`src/rtl/spi_slave_pkg.sv`:
```
package spi_slave_pkg;
  localparam int CHAR_W = 8;
  localparam logic [CHAR_W-1:0] FILL_BYTE = 8'hFF;

  // receive shift: new bit enters at the end that leaves last
  function automatic logic [CHAR_W-1:0] rx_shift_in(input logic [CHAR_W-1:0] sh,
                                                   input logic bit_in,
                                                   input logic lsb_first);
    return lsb_first ? {bit_in, sh[CHAR_W-1:1]} : {sh[CHAR_W-2:0], bit_in};
  endfunction

  function automatic logic [CHAR_W-1:0] tx_advance(input logic [CHAR_W-1:0] sh,
                                                  input logic lsb_first);
    return lsb_first ? {1'b0, sh[CHAR_W-1:1]} : {sh[CHAR_W-2:0], 1'b0};
  endfunction

  function automatic logic tx_head_bit(input logic [CHAR_W-1:0] sh,
                                       input logic lsb_first);
    return lsb_first ? sh[0] : sh[CHAR_W-1];
  endfunction
endpackage

```
`src/rtl/spi_sync.sv`:
```
module spi_sync #(
  parameter int W = 1,
  parameter logic [W-1:0] RST_VAL = '0
) (
  input  logic         clk,
  input  logic         rst_n,
  input  logic [W-1:0] d,
  output logic [W-1:0] q
);
  logic [W-1:0] meta;

  always_ff @(posedge clk or negedge rst_n) begin
    if (!rst_n) begin
      meta <= RST_VAL;
      q    <= RST_VAL;
    end else begin
      meta <= d;
      q    <= meta;
    end
  end
endmodule

```
`src/rtl/spi_byte_fifo.sv`:
```
module spi_byte_fifo #(
  parameter int DEPTH = 4,
  parameter int WIDTH = 8
) (
  input  logic             clk,
  input  logic             rst_n,
  input  logic             push,
  input  logic [WIDTH-1:0] wdata,
  input  logic             pop,
  output logic [WIDTH-1:0] head,
  output logic             full,
  output logic             empty
);
  localparam int AW = (DEPTH > 1) ? $clog2(DEPTH) : 1;
  localparam int CW = $clog2(DEPTH + 1);

  logic [WIDTH-1:0] mem [DEPTH];
  logic [AW-1:0]    wptr, rptr;
  logic [CW-1:0]    count;
  logic             do_push, do_pop;

  assign full    = (count == CW'(DEPTH));
  assign empty   = (count == '0);
  assign do_push = push && !full;
  assign do_pop  = pop && !empty;
  assign head    = mem[rptr];

  function automatic logic [AW-1:0] bump(input logic [AW-1:0] p);
    return (p == AW'(DEPTH - 1)) ? '0 : p + 1'b1;
  endfunction

  always_ff @(posedge clk or negedge rst_n) begin
    if (!rst_n) begin
      wptr  <= '0;
      rptr  <= '0;
      count <= '0;
    end else begin
      if (do_push) wptr <= bump(wptr);
      if (do_pop)  rptr <= bump(rptr);
      case ({do_push, do_pop})
        2'b10:   count <= count + 1'b1;
        2'b01:   count <= count - 1'b1;
        default: count <= count;
      endcase
    end
  end

  always_ff @(posedge clk) begin
    if (do_push) mem[wptr] <= wdata;
  end


  fifo_depth_chk: assert property (@(posedge clk) disable iff (!rst_n)
    count <= CW'(DEPTH));


  full_push_ignored_chk: assert property (@(posedge clk) disable iff (!rst_n)
    (push && full && !pop) |=> (count == $past(count)));
endmodule

```
`src/rtl/spi_shifter.sv`:
```
module spi_shifter
  import spi_slave_pkg::*;
(
  input  logic              clk,
  input  logic              rst_n,
  input  logic              selected,
  input  logic              sck_s,
  input  logic              mosi_s,
  input  logic              cfg_lsb_first,
  input  logic              cfg_cpol,
  input  logic              cfg_cpha,
  input  logic              tx_empty,
  input  logic [CHAR_W-1:0] tx_head,
  output logic              tx_take,
  output logic              und_evt,
  output logic              char_done,
  output logic [CHAR_W-1:0] char_data,
  output logic              miso_bit
);
  localparam int CNT_W = $clog2(CHAR_W);

  logic              sck_prev;
  logic              rise, fall, sample_edge, shift_edge;
  logic [CNT_W-1:0]  cnt;
  logic              loaded, fresh, has_data;
  logic [CHAR_W-1:0] tx_sh, rx_sh, rx_next;
  logic              load_now, sample_now;

  assign rise        = sck_s && !sck_prev;
  assign fall        = !sck_s && sck_prev;
  assign sample_edge = (cfg_cpol ^ cfg_cpha) ? fall : rise;
  assign shift_edge  = (cfg_cpol ^ cfg_cpha) ? rise : fall;

  // byte is peeked at the slot start and committed on the first sample edge
  assign load_now   = selected && !loaded && (shift_edge || (fresh && !cfg_cpha));
  assign sample_now = selected && loaded && sample_edge;
  assign rx_next    = rx_shift_in(rx_sh, mosi_s, cfg_lsb_first);

  assign tx_take    = sample_now && (cnt == '0) && has_data;
  assign und_evt    = sample_now && (cnt == '0) && !has_data;
  assign char_done  = sample_now && (cnt == CNT_W'(CHAR_W - 1));
  assign char_data  = rx_next;
  assign miso_bit   = selected ? tx_head_bit(tx_sh, cfg_lsb_first) : 1'b0;

  always_ff @(posedge clk or negedge rst_n) begin
    if (!rst_n) begin
      sck_prev <= 1'b0;
      cnt      <= '0;
      loaded   <= 1'b0;
      fresh    <= 1'b1;
      has_data <= 1'b0;
      tx_sh    <= FILL_BYTE;
      rx_sh    <= '0;
    end else begin
      sck_prev <= sck_s;
      if (!selected) begin
        cnt    <= '0;
        loaded <= 1'b0;
        fresh  <= 1'b1;
        rx_sh  <= '0;
      end else begin
        if (load_now) begin
          tx_sh    <= tx_empty ? FILL_BYTE : tx_head;
          has_data <= !tx_empty;
          loaded   <= 1'b1;
          fresh    <= 1'b0;
        end else if (shift_edge && loaded && cnt != '0) begin
          tx_sh <= tx_advance(tx_sh, cfg_lsb_first);
        end
        if (sample_now) begin
          rx_sh <= rx_next;
          cnt   <= cnt + 1'b1;
          if (cnt == CNT_W'(CHAR_W - 1)) loaded <= 1'b0;
        end
      end
    end
  end


  fresh_frame_chk: assert property (@(posedge clk) disable iff (!rst_n)
    (selected && !$past(selected)) |-> (cnt == '0 && !loaded));


  one_source_chk: assert property (@(posedge clk) disable iff (!rst_n)
    !(tx_take && und_evt));
endmodule

```
`src/rtl/spi_slave_fifo.sv`:
```
module spi_slave_fifo
  import spi_slave_pkg::*;
#(
  parameter int FIFO_DEPTH = 4
) (
  input  logic              clk,
  input  logic              rst_n,
  input  logic              sck,
  input  logic              mosi,
  input  logic              ss_n,
  output logic              miso,
  output logic              miso_oe,
  input  logic              cfg_lsb_first,
  input  logic              cfg_cpol,
  input  logic              cfg_cpha,
  input  logic              tx_push,
  input  logic [CHAR_W-1:0] tx_data,
  output logic              tx_full,
  input  logic              rx_pop,
  output logic [CHAR_W-1:0] rx_data,
  output logic              rx_valid,
  input  logic [2:0]        flag_clr,
  input  logic [2:0]        irq_en,
  output logic              rx_ovf,
  output logic              tx_und,
  output logic              tx_wr_err,
  output logic              irq
);
  logic              sck_s, mosi_s, ss_n_s, selected;
  logic              tx_empty, tx_take, und_evt, char_done;
  logic [CHAR_W-1:0] tx_head, char_data, rx_head;
  logic              rx_full, rx_empty;
  logic              ovf_evt, wr_err_evt;

  spi_sync #(.W(3), .RST_VAL(3'b100)) u_sync (
    .clk(clk), .rst_n(rst_n),
    .d({ss_n, sck, mosi}), .q({ss_n_s, sck_s, mosi_s}));

  assign selected = !ss_n_s;

  spi_byte_fifo #(.DEPTH(FIFO_DEPTH), .WIDTH(CHAR_W)) u_tx_fifo (
    .clk(clk), .rst_n(rst_n), .push(tx_push), .wdata(tx_data),
    .pop(tx_take), .head(tx_head), .full(tx_full), .empty(tx_empty));

  spi_byte_fifo #(.DEPTH(FIFO_DEPTH), .WIDTH(CHAR_W)) u_rx_fifo (
    .clk(clk), .rst_n(rst_n), .push(char_done), .wdata(char_data),
    .pop(rx_pop), .head(rx_head), .full(rx_full), .empty(rx_empty));

  spi_shifter u_shift (
    .clk(clk), .rst_n(rst_n), .selected(selected), .sck_s(sck_s),
    .mosi_s(mosi_s), .cfg_lsb_first(cfg_lsb_first), .cfg_cpol(cfg_cpol),
    .cfg_cpha(cfg_cpha), .tx_empty(tx_empty), .tx_head(tx_head),
    .tx_take(tx_take), .und_evt(und_evt), .char_done(char_done),
    .char_data(char_data), .miso_bit(miso));

  assign miso_oe    = selected;
  assign rx_valid   = !rx_empty;
  assign rx_data    = rx_empty ? '0 : rx_head;
  assign ovf_evt    = char_done && rx_full;
  assign wr_err_evt = tx_push && tx_full;

  always_ff @(posedge clk or negedge rst_n) begin
    if (!rst_n) begin
      rx_ovf    <= 1'b0;
      tx_und    <= 1'b0;
      tx_wr_err <= 1'b0;
    end else begin
      rx_ovf    <= ovf_evt    || (rx_ovf    && !flag_clr[0]);
      tx_und    <= und_evt    || (tx_und    && !flag_clr[1]);
      tx_wr_err <= wr_err_evt || (tx_wr_err && !flag_clr[2]);
    end
  end

  assign irq = (irq_en[0] && rx_valid) || (irq_en[1] && rx_ovf) || (irq_en[2] && tx_und);


  ovf_sticky_chk: assert property (@(posedge clk) disable iff (!rst_n)
    ovf_evt |=> rx_ovf);


  und_sticky_chk: assert property (@(posedge clk) disable iff (!rst_n)
    und_evt |=> tx_und);


  ovf_clear_chk: assert property (@(posedge clk) disable iff (!rst_n)
    (flag_clr[0] && !ovf_evt) |=> !rx_ovf);


  idle_line_chk: assert property (@(posedge clk) disable iff (!rst_n)
    !miso_oe |-> !miso);
endmodule

```
`config.mk`:
```
export PLATFORM = sky130hd
export DESIGN_NAME = spi_slave_fifo
export DESIGN_NICKNAME = d
export VERILOG_FILES = /design/src/rtl/spi_slave_pkg.sv /design/src/rtl/spi_sync.sv /design/src/rtl/spi_byte_fifo.sv /design/src/rtl/spi_shifter.sv /design/src/rtl/spi_slave_fifo.sv
export SDC_FILE = /design/constraint.sdc
export NUM_CORES = 1
export LEC_CHECK = 0
export BUFFER_PORTS_ARGS = -buffer_cell sky130_fd_sc_hd__buf_2
export CORE_MARGIN = 2
export CORE_UTILIZATION = 40
export DETAILED_ROUTE_END_ITERATION = 16
export PLACE_DENSITY = 0.6
export SETUP_SLACK_MARGIN = 0.02
export SLEW_MARGIN = 0
export SYNTH_ARGS = -nofsm -noshare
export SYNTH_HDL_FRONTEND = slang
export SYNTH_SLANG_ARGS = --single-unit
```
`constraint.sdc`:
```
create_clock -name clk -period 3.1 [get_ports clk]
set_clock_uncertainty 0.1 [all_clocks]
set_input_delay 0.62 -clock clk [delete_from_list [all_inputs] [get_ports clk]]
set_output_delay 0.62 -clock clk [all_outputs]
set_load 0.05 [all_outputs]
```
==> impl_metrics.tcl <==
set metrics [dict create \
    cts_root_buffer "clkbuf_16" \
    antennaDiodeCount 0 \
    timing.fmax_ghz 0.3666 \
    cts_buffers 9 \
    peakVddDrop_uv 434.2 \
    power_mw 4.069 \
    intPower_mw 2.782 \
    r2r-end "u_tx_fifo.count[2]" \
    wl_per_cell_um 15.73 \
    rrSetupSlack_ns 0.54 \
    overflow 0 \
    yosysTopAreaCell "edfxtp_1" \
    ys.flop_type "edfxtp_1" \
    pin_count 40 \
    clkTransAtPathRegs_ns 0.07 \
    worstMarginPinSlew_ns 0.5920 \
    synth_top_area_frac 0.3984 \
    insertion_delay_ns 0.35 \
    grt_antenna_before_repair 0 \
    cts_hold_buffers 0 \
    reg2reg_from "u_sync.q[1]" \
    start_kind "register" \
    drive_above_1_share 0.3205 \
    fin_ws_ns 0.3721 \
    fin_tns_setup_ns 0 \
    drtIter0Drc 113 \
    ctsHtreeMaxLevel 3 \
    drv_cap 0 \
    fin_crit_ns 2.728 \
    pwr-share-clk 0.269 \
    end_kind "primary output" \
    ys_ff_latch 110 \
    nNetsFinal 401 \
    critPathRequiredTime_ns 2.38 \
    crit_path_max_fanout 11 \
    relSlewSlack 0.6053 \
    syn_area_sq_um 4823 \
    power_leakage_nw 2.221 \
    status "complete, no violations" \
    clock_tree.buffer_depth 2 \
    synthTopCellsByCount "edfxtp_1, dfrtp_1, inv_1" \
    hold_viol 0 \
    slew_viol_final 0 \
    r2r_cells 10 \
    gp_congestion 0.7464 \
    hp-class "in -> async" \
    viasPerCell 5.002 \
    arrival_ns 2.01 \
    p_switching_mw 1.287 \
    avgSynthCellArea_sq_um 15.36 \
    area_growth_pct 13.85 \
    yosysSeqAreaShare 0.6399 \
    period_share 0.8800 \
    num_vias 2561 \
    sequentialPowerShare 0.496 \
    drtAntennaViolNets 0 \
    switching_share 0.3162 \
    rsz0062_at_grt "false" \
    ys_types 38 \
    ctsResizeCount 0 \
    ys_async_sr_fraction 0.4182 \
    cts_num_sinks 110 \
    power_density_nw_per_um2 741.0 \
    hpwl_um 5674 \
    start_util 0.4049 \
    dp_slack_ns 0.07699 \
    syn_nets 355 \
    die_area_sq_um 12950 \
    grt_max_degree 25 \
    die_x_um 113.8 \
    synth_warnings 0 \
    drtPass1Iterations 4 \
    grt_pass1_vias 2633 \
    design_area_sq_um 5492 \
    finalSetupViolCount 0 \
    route.detailed.drc 0 \
    synth_most_common_cell "edfxtp_1" \
    ys_top_cells_by_area "edfxtp_1, dfrtp_1, mux4_2, dfstp_2, mux2_2" \
    port_buffers 39 \
    post_cts.repair.setup_buffers 0 \
    combPwrFrac 0.236 \
    routed_wl_um 8054 \
    num_rows 40 \
    grt_pass1_wl_um 13300 \
    synth_cells 314 \
    crit_type "reg -> out" \
    die_y_um 113.8 \
    cts_tree "built" \
    core_area_sq_um 11910 \
    synth-edff-count 64 \
    grtUsageTotal 0.1347 \
    place_area_sq_um 5209 \
]
-- stage by stage --
stage | cells | utilization | hold slack, ns
after CTS | 512 | 0.4610 | 0.1710
after global routing | 512 | 0.4610 | 0.2093
after detailed placement | 496 | 0.4373 | 0.2405
final | 512 | 0.4610 | 0.1633
after global placement | 496 | 0.4373 | 0.2359
after floorplan | 314 | - | 0.2244
-- logic make-up (layout without fill, tap and decap cells) --
logic type	Yosys count	after routing	synth area share
AO/OA/AOI/OAI	31	31	0.04358
XOR/XNOR	7	7	0.01271
adder cells (fa/ha/maj)	17	17	0.04721
buffers and inverters	35	86	0.02827
flip-flops	110	110	0.6399
multiplexers	47	47	0.1445
AND/OR/NAND/NOR	67	67	0.08379
-- layer usage --
layer | wire length [um] | GRT usage | vias to the layer above
met3 | 319 | 0.03719 | 8
met4 | 119 | 0.05528 | 0
met5 | 0 | 0 | -
met2 | 3799 | 0.2116 | 44
li1 | - | - | 1229
met1 | 3815 | 0.1784 | 1280
-- cells in the final DEF (no fill, tap or decap), types with 2 or more instances in the layout --
cell type | Yosys | final
a22o_1 | 7 | 7
and2_1 | 17 | 17
buf_2 | 4 | 39
buf_4 | 0 | 7
clkbuf_16 | 0 | 9
clkinv_4 | 0 | 2
dfrtp_1 | 35 | 35
dfstp_2 | 11 | 11
edfxtp_1 | 64 | 64
fa_1 | 2 | 2
ha_1 | 15 | 15
inv_1 | 24 | 24
inv_6 | 0 | 2
mux2_1 | 2 | 2
mux2_2 | 19 | 19
mux2i_1 | 10 | 10
mux4_2 | 16 | 16
nand2_1 | 8 | 8
nand2b_1 | 2 | 2
nand3_1 | 4 | 4
nor2_1 | 9 | 9
nor2b_1 | 10 | 10
nor3_1 | 3 | 3
o21ai_0 | 15 | 15
o32ai_1 | 3 | 3
or2_2 | 7 | 7
or3_1 | 2 | 2
xnor2_1 | 2 | 2
xor2_1 | 5 | 5
-- critical path, stage by stage (launching register included) --
cell	delay (ns)
dfrtp_1	0.72
mux4_2	0.57
and2_1	0.17
buf_2	0.20
-- sequential cells by signal, indices dropped and copies added (netlist names), 2 cells and up --
signal	count
u_rx_fifo.mem	32
u_tx_fifo.mem	32
u_shift.rx_sh	8
u_shift.tx_sh	8
u_rx_fifo.count	3
u_shift.cnt	3
u_sync.meta	3
u_sync.q	3
u_tx_fifo.count	3
u_rx_fifo.rptr	2
u_rx_fifo.wptr	2
u_tx_fifo.rptr	2
u_tx_fifo.wptr	2
-- how the worst max path moves through the flow --
stage	from	to	slack [ns]	depth (start not counted)
floorplan	cfg_cpha	u_tx_fifo.count[2]	0.22	10
detailed placement	cfg_cpha	u_tx_fifo.count[2]	0.08	11
global route	u_rx_fifo.rptr[0]	rx_data[1]	0.22	3
finish	u_rx_fifo.rptr[0]	rx_data[1]	0.37	3
global placement	cfg_cpha	u_tx_fifo.count[2]	0.16	11
CTS	u_rx_fifo.rptr[0]	rx_data[1]	0.31	3
-- cell type report --
| type | instances | area (sq um) |
|---|---|---|
| clock buffer | 10 | 229.0 |
| clock inverter | 6 | 53.80 |
| fill | 1045 | 6420 |
| inverter | 24 | 90.09 |
| multi-input combinational | 169 | 1600 |
| sequential | 110 | 3087 |
| tap | 147 | 183.9 |
| timing repair buffer | 46 | 247.7 |
-- power groups by stage --
stage               sequential [mW]  clock, mW  combinational (mW)
global route                   2.06       1.19                1.06
global placement               2.05          0               0.958
floorplan                      1.93          0               0.846
finish                         2.02       1.09               0.959
CTS                            2.02       1.13               0.980
detailed placement             2.05          0               0.982
Note: power is estimated with default switching activity, not from simulation.
